`src/rtl/rpa_pkg.sv`:
```
package rpa_pkg;
  typedef struct packed {
    logic sum;
    logic cout;
  } fa_res_t;

  function automatic fa_res_t full_add(input logic x, input logic y, input logic cin);
    fa_res_t r;
    r.sum  = x ^ y ^ cin;
    r.cout = (x & y) | (cin & (x ^ y));
    return r;
  endfunction
endpackage

```
`src/rtl/rpa_delay.sv`:
```
module rpa_delay #(
  parameter int unsigned DW    = 1,
  parameter int unsigned DEPTH = 1
) (
  input  logic          clk_i,
  input  logic [DW-1:0] d_i,
  output logic [DW-1:0] q_o
);
  if (DEPTH == 0) begin : g_pass
    assign q_o = d_i;
  end else begin : g_regs
    logic [DW-1:0] tap_q [DEPTH];
    always_ff @(posedge clk_i) begin
      tap_q[0] <= d_i;
      for (int k = 1; k < DEPTH; k++) tap_q[k] <= tap_q[k-1];
    end
    assign q_o = tap_q[DEPTH-1];
  end
endmodule

```
`src/rtl/rpa_stage.sv`:
```
module rpa_stage
  import rpa_pkg::*;
(
  input  logic clk_i,
  input  logic a_i,
  input  logic b_i,
  input  logic cin_i,
  output logic sum_o,
  output logic cout_o
);
  fa_res_t res_d;

  assign res_d = full_add(a_i, b_i, cin_i);

  always_ff @(posedge clk_i) begin
    sum_o  <= res_d.sum;
    cout_o <= res_d.cout;
  end
endmodule

```
`src/rtl/rpa_adder.sv`:
```
module rpa_adder #(
  parameter int unsigned W = 4
) (
  input  logic         clk_i,
  input  logic         rst_ni,
  input  logic         valid_i,
  input  logic [W-1:0] a_i,
  input  logic [W-1:0] b_i,
  output logic         valid_o,
  output logic [W-1:0] sum_o,
  output logic         carry_o
);
  localparam int unsigned LAT = W;

  logic [W:0]   carry_q;
  logic [W-1:0] a_skew, b_skew, sum_stage;
  logic [LAT-1:0] vld_q;

  assign carry_q[0] = 1'b0;

  for (genvar i = 0; i < W; i++) begin : g_bit
    logic [1:0] op_skew;

    // bit i waits i cycles to meet carry from stage i-1
    rpa_delay #(.DW(2), .DEPTH(i)) u_skew (
      .clk_i (clk_i),
      .d_i   ({a_i[i], b_i[i]}),
      .q_o   (op_skew)
    );
    assign a_skew[i] = op_skew[1];
    assign b_skew[i] = op_skew[0];

    rpa_stage u_stage (
      .clk_i  (clk_i),
      .a_i    (a_skew[i]),
      .b_i    (b_skew[i]),
      .cin_i  (carry_q[i]),
      .sum_o  (sum_stage[i]),
      .cout_o (carry_q[i+1])
    );

    rpa_delay #(.DW(1), .DEPTH(W-1-i)) u_deskew (
      .clk_i (clk_i),
      .d_i   (sum_stage[i]),
      .q_o   (sum_o[i])
    );
  end

  assign carry_o = carry_q[W];

  always_ff @(posedge clk_i or negedge rst_ni) begin
    if (!rst_ni) vld_q <= '0;
    else         vld_q <= {vld_q[LAT-2:0], valid_i};
  end

  assign valid_o = vld_q[LAT-1];
endmodule

```
`config.mk`:
```
export PLATFORM = sky130hd
export DESIGN_NAME = rpa_adder
export DESIGN_NICKNAME = d
export VERILOG_FILES = /design/src/rtl/rpa_pkg.sv /design/src/rtl/rpa_delay.sv /design/src/rtl/rpa_stage.sv /design/src/rtl/rpa_adder.sv
export SDC_FILE = /design/constraint.sdc
export NUM_CORES = 1
export LEC_CHECK = 0
export ABC_CLOCK_PERIOD_IN_PS = 900
export BUFFER_PORTS_ARGS = -buffer_cell sky130_fd_sc_hd__buf_2
export CORE_MARGIN = 1
export CORE_UTILIZATION = 30
export CTS_CLUSTER_SIZE = 8
export DETAILED_ROUTE_END_ITERATION = 6
export PLACE_DENSITY = 0.62
export SYNTH_ARGS = -nofsm -noshare
export SYNTH_HDL_FRONTEND = slang
export SYNTH_SLANG_ARGS = --single-unit
```
`constraint.sdc`:
```
create_clock -name clk_i -period 0.9 [get_ports clk_i]
set_input_delay 0.09 -clock clk_i [delete_from_list [all_inputs] [get_ports clk_i]]
set_output_delay 0.09 -clock clk_i [all_outputs]
set_load 0.01 [all_outputs]
```
==> impl_results.md <==
- Status: finished with violations
- Failing checks: setup timing
- Synth unique cells: 5
- Routed len/inst: ~7.7 µm
- Detailed Routing Iterations Pass 1: 3
- Hold Vio Cnt, Final: 0
- Worst slew margin: 93.9%
- Core ar.: 2230 µm²
- Max frequency: 1.09 GHz
- Top cells by area, synth: dfxtp_1 72%, dfrtp_1 14%, fa_1 8.3%
- Via density: 3.54
- Critical setup path kind: flip-flop to flip-flop
- Mapped Cells: 38
- Num CTS Buffers: 5
- Drc violations: 0
- Pin count of the biggest net entering global routing: 10
- Die Span Y: 51.1 µm
- I/O pin cnt: 17
- Crit path max-delay family: adder cells
- CP max stage cell: fa_1
- Area leader, netlist: dfxtp_1
- CP Buf/Inv Count: 0
- Power Density: 2420 nW/µm²
- Layout fillers: 219
- DRT iter0 DRCs: 7
- Post-layout nets: 82
- Initial antenna violation count: 0
- EDFF count, synth: 0
- Die width: 51.1 µm
- Worst path arrival time: 1.09 ns
- First-pass GRT wire length: 1300 µm
- Count leader, synth: dfxtp_1
- Yosys top cell area share: 72.0%
- Synth async-reset ratio: a little over an eighth
- Port bufs: 16
- Final min period: around 0.9 ns
- Main synth FF type: dfxtp_1
- Register area share after synthesis: 85.8%
- Area grow syn2layout: 33.9%
- YS warnings: 0
- Critical R2R Capture: g_bit[1].u_stage.sum_o$_DFF_P_
- Slowest cell delay on critical path: 0.47 ns
- RSZ-0062 raised after global routing: true
- Final wirelength: 734 µm
- CTS sink count: 30
- Later-pin clock latency in the skew report: 0.30 ns
- Die area: ~2600 µm²
- Final setup viols: 1
- Share of post-route cells with drive strength above 1: 38.8%
- Final ANT Viol Nets: 0
- VDD IR max: 1.22 mV
- Critical Path Fanout Max: 1
- Vias: roughly 340
- Row count: 17
- Period utilization: 102%
- Area after DPL: 808 µm²
- Fin worst setup slack: -0.0144 ns
- Mean Syn Cell Area: approximately 19 µm²
- Grt total ovfl: 0
- Gr usage total: 8.05%
- Vias in the first global route: around 360
- Worst path required time: between 1 and 1.5 ns
- Fin area: between 900 and 1000 µm²
- Post-Syn Nets: between 50 and 60
- Max-slew violations: 0
- Worst-path cell chain: fa_1
- Crit. End Element: flip-flop
- CTS Buffer Depth: 2
- Max-cap violations: 0
- Worst-path clk slew: ~0.08 ns
- Tightest Hold Check Type: primary input to asynchronous set/reset pin
- Root Buffer: clkbuf_4
- Leak pwr: about 0.43 nW
- CTS tree: done
- Most common library cells after synthesis: 26 x dfxtp_1, 4 x buf_4, 4 x dfrtp_1
- Initial core utilization: around a third
- Startpoint types: flip-flop
- Diodes inserted: 0
- Fin Clk Skew: 0.00727 ns
- Yosys reg bits: 30
- RR Startpoint: g_bit[0].u_stage.cout_o$_DFF_P_
- Utilization after layout: a little over two fifths
- Synthesized area: about 720 µm²
- CTS H-tree lvls: 2
- Worst-Margin Slew: 0.0909 ns
- GP Congestion: 0.616
- Reg2reg path depth: 1
- Worst reg2reg setup slack: -0.01 ns
-- worst max-delay path by stage --
stage	depth (start not counted)	start	endpoint	slack, ns
finish	1	g_bit[0].u_stage.cout_o$_DFF_P_	g_bit[1].u_stage.sum_o$_DFF_P_	-0.01
global route	1	vld_q[3]$_DFF_PN0_	valid_o	-0.05
CTS	1	g_bit[0].u_stage.cout_o$_DFF_P_	g_bit[1].u_stage.sum_o$_DFF_P_	-0.02
detailed placement	1	g_bit[0].u_stage.cout_o$_DFF_P_	g_bit[1].u_stage.sum_o$_DFF_P_	-0.02
global placement	1	g_bit[0].u_stage.cout_o$_DFF_P_	g_bit[1].u_stage.sum_o$_DFF_P_	0.02
floorplan	1	g_bit[0].u_stage.cout_o$_DFF_P_	g_bit[1].u_stage.sum_o$_DFF_P_	0.03
-- flip-flops by register name, indices dropped and copies added, names as in the netlist --
name	count
g_bit.u_skew.g_regs.tap_q	12
g_bit.u_deskew.g_regs.tap_q	6
g_bit.u_stage.cout_o	4
g_bit.u_stage.sum_o	4
vld_q	4
-- per-stage QoR --
step	instances	power [mW]	setup WS, ns	hold WS [ns]	TNS [ns]
2_1_floorplan	38	1.58	0.0287	-0.206	0
3_3_place_gp	78	1.60	0.0240	-0.105	0
3_5_place_dp	78	1.61	-0.0159	-0.102	-0.0159
4_1_cts	95	2.39	-0.0246	0.0932	-0.0344
5_1_grt	95	2.49	-0.0547	0.0889	-0.129
6_report	95	2.35	-0.0144	0.108	-0.0144
-- cells by family after synthesis --
kind of cell,synth area share [%]
flops,85.8
fa+ha+maj,10.0
buf+inv,4.15
-- timing repair --
item,CTS,global route
pin swaps,0,2
hold buffers,10,0
setup buffers,0,0
hold endpoints to repair,12,0
resized for setup,1,3
endpoints found under the setup margin,2,4
-- placed cells by master, fill, tap and decap left out --
| cell type | netlist | routed |
|---|---|---|
| buf_2 | 0 | 16 |
| clkbuf_1 | 0 | 1 |
| clkbuf_4 | 0 | 5 |
| clkbuf_8 | 0 | 1 |
| dfrtp_1 | 4 | 4 |
| dfxtp_1 | 26 | 22 |
| dfxtp_2 | 0 | 4 |
| dlygate4sd3_1 | 0 | 10 |
| fa_1 | 3 | 3 |
| ha_1 | 1 | 1 |
-- per-layer routing --
metal / up-vias / wire length [µm] / GRT usage (%) / part of all wire [%]
met2: 15 / 408 / 12.5 / 56
met4: 0 / 0 / 8.33 / 0
met3: 0 / 62 / 6.25 / 8.4
met1: 152 / 264 / 5.88 / 36
met5: - / 0 / 0 / 0
li1: 169 / - / - / -
-- report_power, final --
group | switching, mW | internal (mW) | total [mW]
logic | 0.0504 | 0.0776 | 0.128
clock network | 0.370 | 0.368 | 0.738
registers | 0.0298 | 1.45 | 1.48
-- final cells by class --
cell class                      count  area, µm²  share of cell area [%]
Tap cell                           28       35.0                    3.62
Sequential cell                    30        626                    64.6
Multi-Input combinational cell      4       72.6                    7.49
Clock buffer                        7       55.1                    5.68
Timing Repair Buffer               26        180                    18.6
(Power assumes the default switching activity.)
